[config.mk]
export PLATFORM = sky130hd
export DESIGN_NAME = spr_dma_engine
export DESIGN_NICKNAME = d
export VERILOG_FILES = /design/src/rtl/spr_dma_pkg.sv /design/src/rtl/spr_dma_trigger.sv /design/src/rtl/spr_dma_fsm.sv /design/src/rtl/spr_dma_count.sv /design/src/rtl/spr_dma_bus.sv /design/src/rtl/spr_dma_engine.sv
export SDC_FILE = /design/constraint.sdc
export NUM_CORES = 1
export LEC_CHECK = 0
export BUFFER_PORTS_ARGS = -buffer_cell sky130_fd_sc_hd__buf_2
export CAP_MARGIN = 20
export CORE_UTILIZATION = 49
export DETAILED_ROUTE_END_ITERATION = 8
export GPL_TIMING_DRIVEN = 1
export PLACE_DENSITY = 0.89
export SLEW_MARGIN = 0
export SYNTH_ARGS = -nofsm -noshare
export SYNTH_HDL_FRONTEND = slang
export SYNTH_SLANG_ARGS = --single-unit
[constraint.sdc]
create_clock -name clk -period 2.9 [get_ports clk]
set_input_delay 0.29 -clock clk [delete_from_list [all_inputs] [get_ports clk]]
set_output_delay 0.29 -clock clk [all_outputs]
set_load 0.02 [all_outputs]
[src/rtl/spr_dma_pkg.sv]
package spr_dma_pkg;

   // Phases of one page copy, in the order they occur.
   typedef enum logic [2:0] {
      PH_IDLE   = 3'd0,
      PH_ALIGN  = 3'd1,   // extra dummy read taken on odd parity
      PH_SETTLE = 3'd2,   // dummy read taken on every copy
      PH_FETCH  = 3'd3,   // source read
      PH_STORE  = 3'd4    // sink write
   } dma_phase_e;

endpackage

[src/rtl/spr_dma_trigger.sv]
module spr_dma_trigger #(
   parameter int unsigned ADDR_W    = 16,
   parameter int unsigned DATA_W    = 8,
   parameter int unsigned TRIG_ADDR = 'h4014
) (
   input  logic              clk,
   input  logic              rst_n,
   input  logic              wr_en,
   input  logic [ADDR_W-1:0] wr_addr,
   input  logic [DATA_W-1:0] wr_data,
   input  logic              engine_busy,
   output logic              start,
   output logic [DATA_W-1:0] page
);

   localparam logic [ADDR_W-1:0] TRIG = ADDR_W'(TRIG_ADDR);

   // A trigger counts only when no copy is in flight.
   always_comb begin
      start = wr_en && (wr_addr == TRIG) && !engine_busy;
   end

   always_ff @(posedge clk) begin
      if (!rst_n) begin
         page <= '0;
      end else if (start) begin
         page <= wr_data;
      end
   end

endmodule

[src/rtl/spr_dma_fsm.sv]
module spr_dma_fsm
   import spr_dma_pkg::*;
#(
   parameter bit ALIGN_ON_PARITY = 1'b1
) (
   input  logic       clk,
   input  logic       rst_n,
   input  logic       start,
   input  logic       cyc_odd,
   input  logic       last_byte,
   output dma_phase_e phase
);

   logic       want_align;
   dma_phase_e phase_nxt;

   generate
      if (ALIGN_ON_PARITY) begin : g_parity
         assign want_align = cyc_odd;
      end else begin : g_fixed
         assign want_align = 1'b0;
      end
   endgenerate

   always_comb begin
      phase_nxt = phase;
      unique case (phase)
         PH_IDLE:   if (start) phase_nxt = want_align ? PH_ALIGN : PH_SETTLE;
         PH_ALIGN:  phase_nxt = PH_SETTLE;
         PH_SETTLE: phase_nxt = PH_FETCH;
         PH_FETCH:  phase_nxt = PH_STORE;
         PH_STORE:  phase_nxt = last_byte ? PH_IDLE : PH_FETCH;
         default:   phase_nxt = PH_IDLE;
      endcase
   end

   always_ff @(posedge clk) begin
      if (!rst_n) begin
         phase <= PH_IDLE;
      end else begin
         phase <= phase_nxt;
      end
   end

endmodule

[src/rtl/spr_dma_count.sv]
module spr_dma_count #(
   parameter int unsigned PAGE_BYTES = 256,
   parameter int unsigned PAGE_SHIFT = 8,
   parameter int unsigned CNT_W      = 9
) (
   input  logic                  clk,
   input  logic                  rst_n,
   input  logic                  load,
   input  logic                  step,
   output logic [CNT_W-1:0]      cnt,
   output logic [PAGE_SHIFT-1:0] idx,
   output logic                  last_byte
);

   localparam logic [CNT_W-1:0] FULL = CNT_W'(PAGE_BYTES);
   localparam logic [CNT_W-1:0] ONE  = CNT_W'(1);

   always_ff @(posedge clk) begin
      if (!rst_n) begin
         cnt <= '0;
      end else if (load) begin
         cnt <= FULL;
      end else if (step && (cnt != '0)) begin
         cnt <= cnt - ONE;
      end
   end

   // The offset inside the page follows from how many bytes remain.
   logic [CNT_W-1:0] done_cnt;
   always_comb begin
      done_cnt  = FULL - cnt;
      idx       = done_cnt[PAGE_SHIFT-1:0];
      last_byte = (cnt == ONE);
   end

endmodule

[src/rtl/spr_dma_bus.sv]
module spr_dma_bus
   import spr_dma_pkg::*;
#(
   parameter int unsigned ADDR_W     = 16,
   parameter int unsigned DATA_W     = 8,
   parameter int unsigned PAGE_SHIFT = 8,
   parameter int unsigned SINK_ADDR  = 'h2004
) (
   input  logic                  clk,
   input  logic                  rst_n,
   input  dma_phase_e            phase,
   input  logic [DATA_W-1:0]     page,
   input  logic [PAGE_SHIFT-1:0] idx,
   input  logic [DATA_W-1:0]     rdata,
   output logic [ADDR_W-1:0]     addr,
   output logic                  rd,
   output logic                  wr,
   output logic [DATA_W-1:0]     wdata
);

   localparam logic [ADDR_W-1:0] SINK  = ADDR_W'(SINK_ADDR);
   localparam int unsigned       SRC_W = DATA_W + PAGE_SHIFT;

   logic [ADDR_W-1:0] base_addr;
   logic [ADDR_W-1:0] src_addr;
   logic [DATA_W-1:0] held;

   // Widen the page/offset pair to the bus width only when there is room.
   generate
      if (ADDR_W > SRC_W) begin : g_pad
         assign base_addr = {{(ADDR_W-SRC_W){1'b0}}, page, {PAGE_SHIFT{1'b0}}};
         assign src_addr  = {{(ADDR_W-SRC_W){1'b0}}, page, idx};
      end else begin : g_exact
         assign base_addr = {page, {PAGE_SHIFT{1'b0}}};
         assign src_addr  = {page, idx};
      end
   endgenerate

   always_comb begin
      addr = '0;
      rd   = 1'b0;
      wr   = 1'b0;
      unique case (phase)
         PH_ALIGN, PH_SETTLE: begin
            addr = base_addr;
            rd   = 1'b1;
         end
         PH_FETCH: begin
            addr = src_addr;
            rd   = 1'b1;
         end
         PH_STORE: begin
            addr = SINK;
            wr   = 1'b1;
         end
         default: ;
      endcase
   end

   always_ff @(posedge clk) begin
      if (!rst_n) begin
         held <= '0;
      end else if (phase == PH_FETCH) begin
         held <= rdata;
      end
   end

   assign wdata = held;

endmodule

[src/rtl/spr_dma_engine.sv]
module spr_dma_engine
   import spr_dma_pkg::*;
#(
   parameter int unsigned ADDR_W          = 16,
   parameter int unsigned DATA_W          = 8,
   parameter int unsigned PAGE_BYTES      = 256,
   parameter int unsigned TRIG_ADDR       = 'h4014,
   parameter int unsigned SINK_ADDR       = 'h2004,
   parameter bit          ALIGN_ON_PARITY = 1'b1,
   localparam int unsigned PAGE_SHIFT     = $clog2(PAGE_BYTES),
   localparam int unsigned CNT_W          = PAGE_SHIFT + 1
) (
   input  logic              clk,
   input  logic              rst_n,
   input  logic              cpu_wr_en,
   input  logic [ADDR_W-1:0] cpu_wr_addr,
   input  logic [DATA_W-1:0] cpu_wr_data,
   input  logic              cyc_odd,
   output logic [ADDR_W-1:0] mem_addr,
   output logic              mem_rd,
   output logic              mem_wr,
   output logic [DATA_W-1:0] mem_wdata,
   input  logic [DATA_W-1:0] mem_rdata,
   output logic              cpu_hold,
   output logic [CNT_W-1:0]  bytes_left
);

   // Elaboration-time parameter checks.
   generate
      if (PAGE_BYTES < 2 || (1 << PAGE_SHIFT) != PAGE_BYTES) begin : g_bad_page
         $error("PAGE_BYTES must be a power of two of at least 2");
      end
      if (DATA_W + PAGE_SHIFT > ADDR_W) begin : g_bad_width
         $error("page number and offset do not fit in ADDR_W");
      end
      if (ADDR_W < 32 && (TRIG_ADDR >> ADDR_W) != 0) begin : g_bad_trig
         $error("TRIG_ADDR exceeds the address width");
      end
      if (ADDR_W < 32 && (SINK_ADDR >> ADDR_W) != 0) begin : g_bad_sink
         $error("SINK_ADDR exceeds the address width");
      end
   endgenerate

   dma_phase_e            phase;
   logic                  start;
   logic [DATA_W-1:0]     page;
   logic [PAGE_SHIFT-1:0] idx;
   logic                  last_byte;
   logic                  busy;

   assign busy = (phase != PH_IDLE);

   spr_dma_trigger #(
      .ADDR_W   (ADDR_W),
      .DATA_W   (DATA_W),
      .TRIG_ADDR(TRIG_ADDR)
   ) u_trig (
      .clk        (clk),
      .rst_n      (rst_n),
      .wr_en      (cpu_wr_en),
      .wr_addr    (cpu_wr_addr),
      .wr_data    (cpu_wr_data),
      .engine_busy(busy),
      .start      (start),
      .page       (page)
   );

   spr_dma_fsm #(
      .ALIGN_ON_PARITY(ALIGN_ON_PARITY)
   ) u_fsm (
      .clk      (clk),
      .rst_n    (rst_n),
      .start    (start),
      .cyc_odd  (cyc_odd),
      .last_byte(last_byte),
      .phase    (phase)
   );

   spr_dma_count #(
      .PAGE_BYTES(PAGE_BYTES),
      .PAGE_SHIFT(PAGE_SHIFT),
      .CNT_W     (CNT_W)
   ) u_cnt (
      .clk      (clk),
      .rst_n    (rst_n),
      .load     (phase == PH_SETTLE),
      .step     (phase == PH_STORE),
      .cnt      (bytes_left),
      .idx      (idx),
      .last_byte(last_byte)
   );

   spr_dma_bus #(
      .ADDR_W    (ADDR_W),
      .DATA_W    (DATA_W),
      .PAGE_SHIFT(PAGE_SHIFT),
      .SINK_ADDR (SINK_ADDR)
   ) u_bus (
      .clk  (clk),
      .rst_n(rst_n),
      .phase(phase),
      .page (page),
      .idx  (idx),
      .rdata(mem_rdata),
      .addr (mem_addr),
      .rd   (mem_rd),
      .wr   (mem_wr),
      .wdata(mem_wdata)
   );

   assign cpu_hold = busy;

endmodule

==> results of run 1 <==
==> cell families (layout without fill, tap and decap cells) <==
family | Yosys count | in the layout | synth area share, %
adder cells (fa/ha/maj) | 3 | 3 | 2.500
buffers and inverters | 16 | 81 | 4.833
AND/OR/NAND/NOR | 88 | 88 | 31.08
flip-flops | 28 | 28 | 37.33
multiplexers | 1 | 1 | 0.9997
XOR/XNOR | 9 | 9 | 5.250
AO/OA/AOI/OAI | 43 | 43 | 18.00
==> synth_stat cells (2+ instances only) <==
cell / n / area, um2
nor3_1: 5 / 25.02
o21ai_1: 2 / 10.01
or3_1: 5 / 31.28
dfxtp_1: 28 / 560.5
and2_1: 9 / 56.30
a21oi_1: 20 / 100.1
buf_2: 4 / 20.02
ha_1: 3 / 37.54
clkbuf_1: 6 / 22.52
inv_1: 3 / 11.26
nor4_1: 3 / 18.77
o31ai_1: 8 / 60.06
o21ai_0: 5 / 25.02
a21o_1: 2 / 15.01
nor2_1: 18 / 67.56
clkinv_1: 2 / 7.510
nand4_1: 11 / 68.82
xor2_1: 2 / 17.52
a221oi_1: 2 / 17.52
nand2_1: 26 / 97.59
xnor2_1: 7 / 61.31
==> critical path, delay by kind of cell (launching register included) <==
family / cells / cell delay (ns)
DFF: 1 / 0.51
buffers and inverters: 1 / 0.16
and+or+nand+nor: 3 / 0.88
==> sequential cells by signal (all words and copies together) (netlist names) <==
name and count:
u_trig.page 8, u_bus.wdata 8, u_fsm.phase 3, u_cnt.cnt 9
==> through the flow <==
step | cells | instance area (um2) | hold slack [ns] | total power [mW] | utilization (%)
6_report | 284 | 1902 | 0.1731 | 0.6721 | 67.23
5_1_grt | 284 | 1902 | 0.1687 | 0.6927 | 67.23
4_1_cts | 284 | 1902 | 0.1659 | 0.6786 | 67.23
3_5_place_dp | 280 | 1849 | 0.4436 | 0.4268 | 65.37
3_3_place_gp | 280 | 1849 | 0.4401 | 0.4263 | 65.37
2_1_floorplan | 188 | 1501 | 0.4212 | 0.4017 | -
==> power by group <==
part	total (mW)	switching, mW	leakage, nW	internal, mW
logic	0.0335	0.0147	0.615	0.0187
clock network	0.254	0.114	0.0279	0.140
registers	0.385	0.00000110	0.225	0.385
==> worst max path at each step <==
stage,to,cells after the start,from
after floorplan,u_cnt.cnt[1]$_SDFFE_PP0P_,6,u_cnt.cnt[0]$_SDFFE_PP0P_
after global placement,u_cnt.cnt[1]$_SDFFE_PP0P_,6,u_cnt.cnt[0]$_SDFFE_PP0P_
after detailed placement,u_cnt.cnt[1]$_SDFFE_PP0P_,6,u_cnt.cnt[0]$_SDFFE_PP0P_
after CTS,mem_addr[1],4,u_fsm.phase[0]$_SDFFE_PN0P_
after global routing,mem_addr[1],4,u_fsm.phase[0]$_SDFFE_PN0P_
final,mem_addr[1],4,u_fsm.phase[0]$_SDFFE_PN0P_
==> final cells by class <==
cell class	instances	share of cell area (%)
tap	31	2.039
clock buffer	3	1.184
inverter	5	0.9868
timing repair buffer	72	19.08
multi-input combinational	144	45.66
sequential	28	29.47
clock inverter	1	1.579
==> metal layers <==
layer	routed length [um]	global-route usage (%)
met5	0	0
met4	19	4.878
met3	207	5.442
met2	1723	37.21
met1	1653	28.49
==> run summary, run 1 <==
Reg-to-reg slack, setup: 0.84 ns
Worst R2R Path Depth: 6
Die Wd: 57.36 um
Clk_skew: 0.01194 ns
Unrepaired setup endpoints after global routing: no
# DRC: 9
Fraction of layout cells with a size suffix above 1: 32.81%
Most common cell after layout, fill and taps aside: buf_2
Clock root buffer: clkbuf_4
GRT Overall Usage: 22.07%
Input/output buffers: 71
WHS Endpoint: u_bus.wdata[2]$_SDFFE_PN0N_
CP max stage cell: nor2_1
Global route overflow: 0
Total Neg Setup Slack: 0 ns
CTS tree: yes
Final antenna-violating net count: 0
Max FO, Critical Path: 10
Die footprint: 0.003290 mm2
CTS buffer count: 3
Slew HR: 56.86%
Worst skew pair latency: 0.33 ns
Clk slew on worst S/H paths: 0.16 ns
Slowest cell delay on critical path: 0.52 ns
R2r startpoint: u_cnt.cnt[0]$_SDFFE_PP0P_
PD cells: 353.4 mW/mm2
Mapped cell area: 0.001501 mm2
Post-route minimum period: 2.162 ns
GP Congestion: 0.7883
Maximum VDD drop: 0.3757 mV
Number of antenna violations at the first check in global routing: 0
Critical Path RT: 2.61 ns
Syn_nets: 227
Post-DR wirelength/cell: 12.69 um
Starting DRT DRC Count: 67
Final antenna diode count: 0
FF-to-FF End: u_cnt.cnt[1]$_SDFFE_PP0P_
Initial Util: 53.07%
DP HPWL: 2.725 mm
WS Path Type: reg2out
CTS H-tree lvls: 1
# IOs: 72
Chip height: 57.36 um
Final Max Tran Viols: 0
Hold path depth: 3
Number of setup buffers added after CTS: 0
HP Class: in2reg
First-pass detailed-route iteration total: 6
Most frequent cells in the layout: buf_2 (71), dfxtp_1 (28), nand2_1 (26)
Final hold viol count: 0
Syn_area_per_cell: 7.986 um2
Post-CTS Resized: 0
Final setup violation count: 0
Clk buf depth: 2
Max Clk Rate: 462.5 MHz
Post-synth EDFFs: 0
Vias: 1568
Post-synth cell types: 38
Vias in the first global route: 1344
Kind of end point of the critical path: output pin
Worst path cell trace: nand2_1 > nor2_1 > and2_1 > buf_2
Post-Syn Instances: 188
CORE AREA: 0.002829 mm2
Largest net degree at the start of global routing: 18
CP arrival: 1.87 ns
Pleak: 0.8680 nW
Failing checks: DRC
Warnings from Yosys: 0
Area grow syn2layout: 26.67%
Final period utilization: 74.56%
Final setup margin: 0.7377 ns
Post-synthesis sequential area ratio: 37.33%
Fin nets: 293
MaxCap Viol Count: 0
Place WS: 0.8896 ns
Total area of sequential cells: 560.5 um2
Standard-cell rows: 19
Area of the multi-input gates: 868.3 um2
Main flop type after synthesis: dfxtp_1
Final wirelength: 3.604 mm
Run status: finished with violations
Global-route wire length before repair: 5.858 mm
Hold Crit Start: mem_rdata[2]
Flop and latch count out of synthesis: 28
CP Launch Type: flop
Num Clock Sinks: 28
Cts hold-fix bufs: 0
Least-Margin Pin Slew: 0.6447 ns
DR vias/cell: 5.521
FILL cells: 258
Async SR Flop Fraction: 0%
No activity file was read; power rests on OpenSTA's default activity.
==> run 2, diff against run 1 <==
ABC_AREA = 1   (was default)
CORE_UTILIZATION = 42   (was 49)
PLACE_DENSITY = 0.8   (was 0.89)
clock period = 1.8 ns   (was 2.9 ns; I/O delays follow)
==> run 2 against run 1 <==
Net effect:
- the flow now finishes without violations
- synthesized area grew 7.0%
- via count grew 8.5%
- critical path depth grew 4
- clock skew shrank 0.0099 ns
- sequential power grew 60%
- first-iteration DRC count grew 21%
- clock power grew 100%
- count of clock-buffer cells in the layout is the same
- sequential share of layout area shrank 2.9 points
==> run summary, run 2 <==
Run status: finished clean
# DRC: 0
GRT Overall Usage: 20.66%
Initial Util: 43.88%
Xor and xnor area share after synthesis: 0.5452%
Sequential cell fraction of total power: 51.8%
Final antenna-violating net count: 0
Die footprint: 0.004076 mm2
Flop and latch count out of synthesis: 28
WP buf/inv: 2
Top-area cell type share of the netlist area: 34.89%
Post-synthesis compound-gate area fraction: 10.59%
Max Clk Rate: 583.4 MHz
Total Neg Setup Slack: 0 ns
HP Class: in2reg
Commonest cells in the netlist: nor2_1 (68), nand2_1 (44), dfxtp_1 (28), inv_1 (26), o21ai_0 (16)
Async SR Flop Fraction: 0%
Maximum VDD drop: 0.4279 mV
CP max stage cell: dfxtp_4
Post-Layout Cell Count: 365
Standard-cell rows: 22
Post-layout util: 58.85%
First-pass detailed-route iteration total: 4
CTS tree: yes
MaxCap Viol Count: 0
Post-synth cell types: 33
Post-DR wirelength/cell: 11.00 um
Unrepaired setup endpoints after global routing: no
Num Clock Sinks: 28
Warnings from Yosys: 0
Syn_area_per_cell: 6.666 um2
Fraction of layout cells with a size suffix above 1: 36.91%
Global-route wire length before repair: 6.693 mm
Adder-cell share of the synthesized area: 2.336%
Clk slew on worst S/H paths: 0.10 ns
Starting DRT DRC Count: 81
Main flop type after synthesis: dfxtp_1
Clock root buffer: clkbuf_8
Net Switching: 0.2392 mW
GP Congestion: 0.8502
Met3 Use GR: 2.857%
Fin nets: 357
Critical Path RT: 1.62 ns
Chip height: 63.85 um
Area grow syn2layout: 34.11%
Clk_skew: 0.002049 ns
Vias in the first global route: 1588
Final setup violation count: 0
Clk buf depth: 2
DR vias/cell: 4.660
Mapped cell area: 0.001607 mm2
Clock power frac: 42.6%
Logic pwr share: 5.6%
Least-Margin Pin Slew: 0.2916 ns
Synth area leaders: dfxtp_1 (35%), nor2_1 (16%), nand2_1 (10%), inv_1 (6.1%), o21ai_0 (5.0%)
Input/output buffers: 71
Worst path cell trace: inv_6 > ha_4 > nand2_2 > nor2_4 > nand2_1 > o21ai_1 > a21oi_1 > buf_4
Final hold viol count: 0
DP HPWL: 2.859 mm
Post-synthesis sequential area ratio: 34.89%
Post-route minimum period: 1.714 ns
Final total power: 1.190 mW
Worst skew pair latency: 0.28 ns
Delay-heaviest family, CP: flip-flops
Largest family of logic cells by synthesized area: simple AND/OR/NAND/NOR gates
CTS H-tree lvls: 1
PD cells: 552.3 mW/mm2
Grt met1 use: 25.55%
CP Launch Type: flop
CP arrival: 1.53 ns
Slowest cell delay on critical path: 0.38 ns
Final period utilization: 95.22%
Max FO, Critical Path: 6
GR peak layer: met2
Most frequent cells in the layout: buf_2 (70), nor2_1 (67), nand2_1 (43)
Post-Synth Simple-Gate Area: 42.29%
Biggest register: u_cnt.cnt
Global route overflow: 0
Largest net degree at the start of global routing: 18
# IOs: 72
Most common cell after layout, fill and taps aside: buf_2
Post-Syn Instances: 241
Vias: 1701
Number of antenna violations at the first check in global routing: 0
Mux share of post-synthesis cell area: 0%
Final antenna diode count: 0
CORE AREA: 0.003661 mm2
Switching Share: 20.10%
Most common cell in the netlist: nor2_1
Final Max Tran Viols: 0
Die Wd: 63.85 um
Kind of end point of the critical path: output pin
Cell-internal power: 0.9507 mW
M2 GR Usage: 36.04%
Largest register FFs: 9
Final wirelength: 4.015 mm
Slew HR: 80.49%
Pleak: 1.173 nW
Cts hold-fix bufs: 0
Syn_nets: 280
CTS buffer count: 3
Largest area contributor in the netlist: dfxtp_1
WS Path Type: reg2out
# placed instances: 358
Post-synth EDFFs: 0
## run 2: changes by cell type after synthesis, sizes merged, moves of 3 or more
cell,delta
nor2,+56
inv,+29
nand2,+21
a21oi,-13
o21ai,+13
nand3,+11
nand4,-9
and2,-7
o31ai,-7
xnor2,-7
clkbuf,-5
or3,-5
nor3,-3
nor4,-3
## run 2: final cells by class
type | count | area (um2)
Clock buffer | 3 | 41.29
Clock inverter | 1 | 30.03
Fill cell | 359 | 1506
Inverter | 32 | 130.1
Multi-Input combinational cell | 177 | 924.6
Sequential cell | 28 | 573.1
Tap cell | 48 | 60.06
Timing Repair Buffer | 76 | 395.4
## run 2: per-layer routing
layer  routed length, um  vias up
li1                    -      897
met1                1834      725
met2                1879       76
met3                 270        3
met4                  30        0
met5                   0        -
## run 2: worst paths after layout
kind	startpoint	end	slack (ns)	cells after the start
max	u_cnt.cnt[0]$_SDFFE_PP0P_	mem_addr[6]	0.09	8
min reg2reg	u_trig.page[5]$_SDFFE_PN0P_	u_trig.page[5]$_SDFFE_PN0P_	0.52	4
max reg2reg	u_cnt.cnt[0]$_SDFFE_PP0P_	u_cnt.cnt[8]$_SDFFE_PN0P_	0.47	8
min	mem_rdata[0]	u_bus.wdata[0]$_SDFFE_PN0N_	0.11	3
## run 2: cells by family (layout without fill, tap and decap cells)
| logic type | count (synthesis) | count (layout) |
|---|---|---|
| compound gates | 30 | 30 |
| xor+xnor | 1 | 1 |
| fa+ha+maj | 3 | 3 |
| buf+inv | 36 | 112 |
| flops | 28 | 28 |
| simple gates | 143 | 143 |
## run 2: per-stage QoR
stage,instance area [um2],worst slack [ns],hold WS (ns)
2_1_floorplan,1607,0.1142,0.3149
3_3_place_gp,2007,0.3088,0.4018
3_5_place_dp,2007,0.2704,0.4094
4_1_cts,2087,0.01065,0.1141
5_1_grt,2155,0.002165,0.1140
6_report,2155,0.08601,0.1131
## run 2: repair_timing
item | 4_1_cts | 5_1_grt
setup endpoints to repair | 5 | 8
pin swaps | 0 | 4
resized for setup | 4 | 19
buffers inserted | 0 | 3
## run 2: tightest hold or removal path, delay by kind of cell
kind,cells,cell delay [ns]
simple gates,2,0.11
buf+inv,1,0.07
## run 2: power groups by stage
stage | Combinational (mW) | Clock [mW] | Sequential, mW
CTS | 0.0674 | 0.518 | 0.619
finish | 0.0669 | 0.507 | 0.616
detailed placement | 0.0672 | 0 | 0.633
global route | 0.0766 | 0.541 | 0.616
global placement | 0.0662 | 0 | 0.633
floorplan | 0.0242 | 0 | 0.633
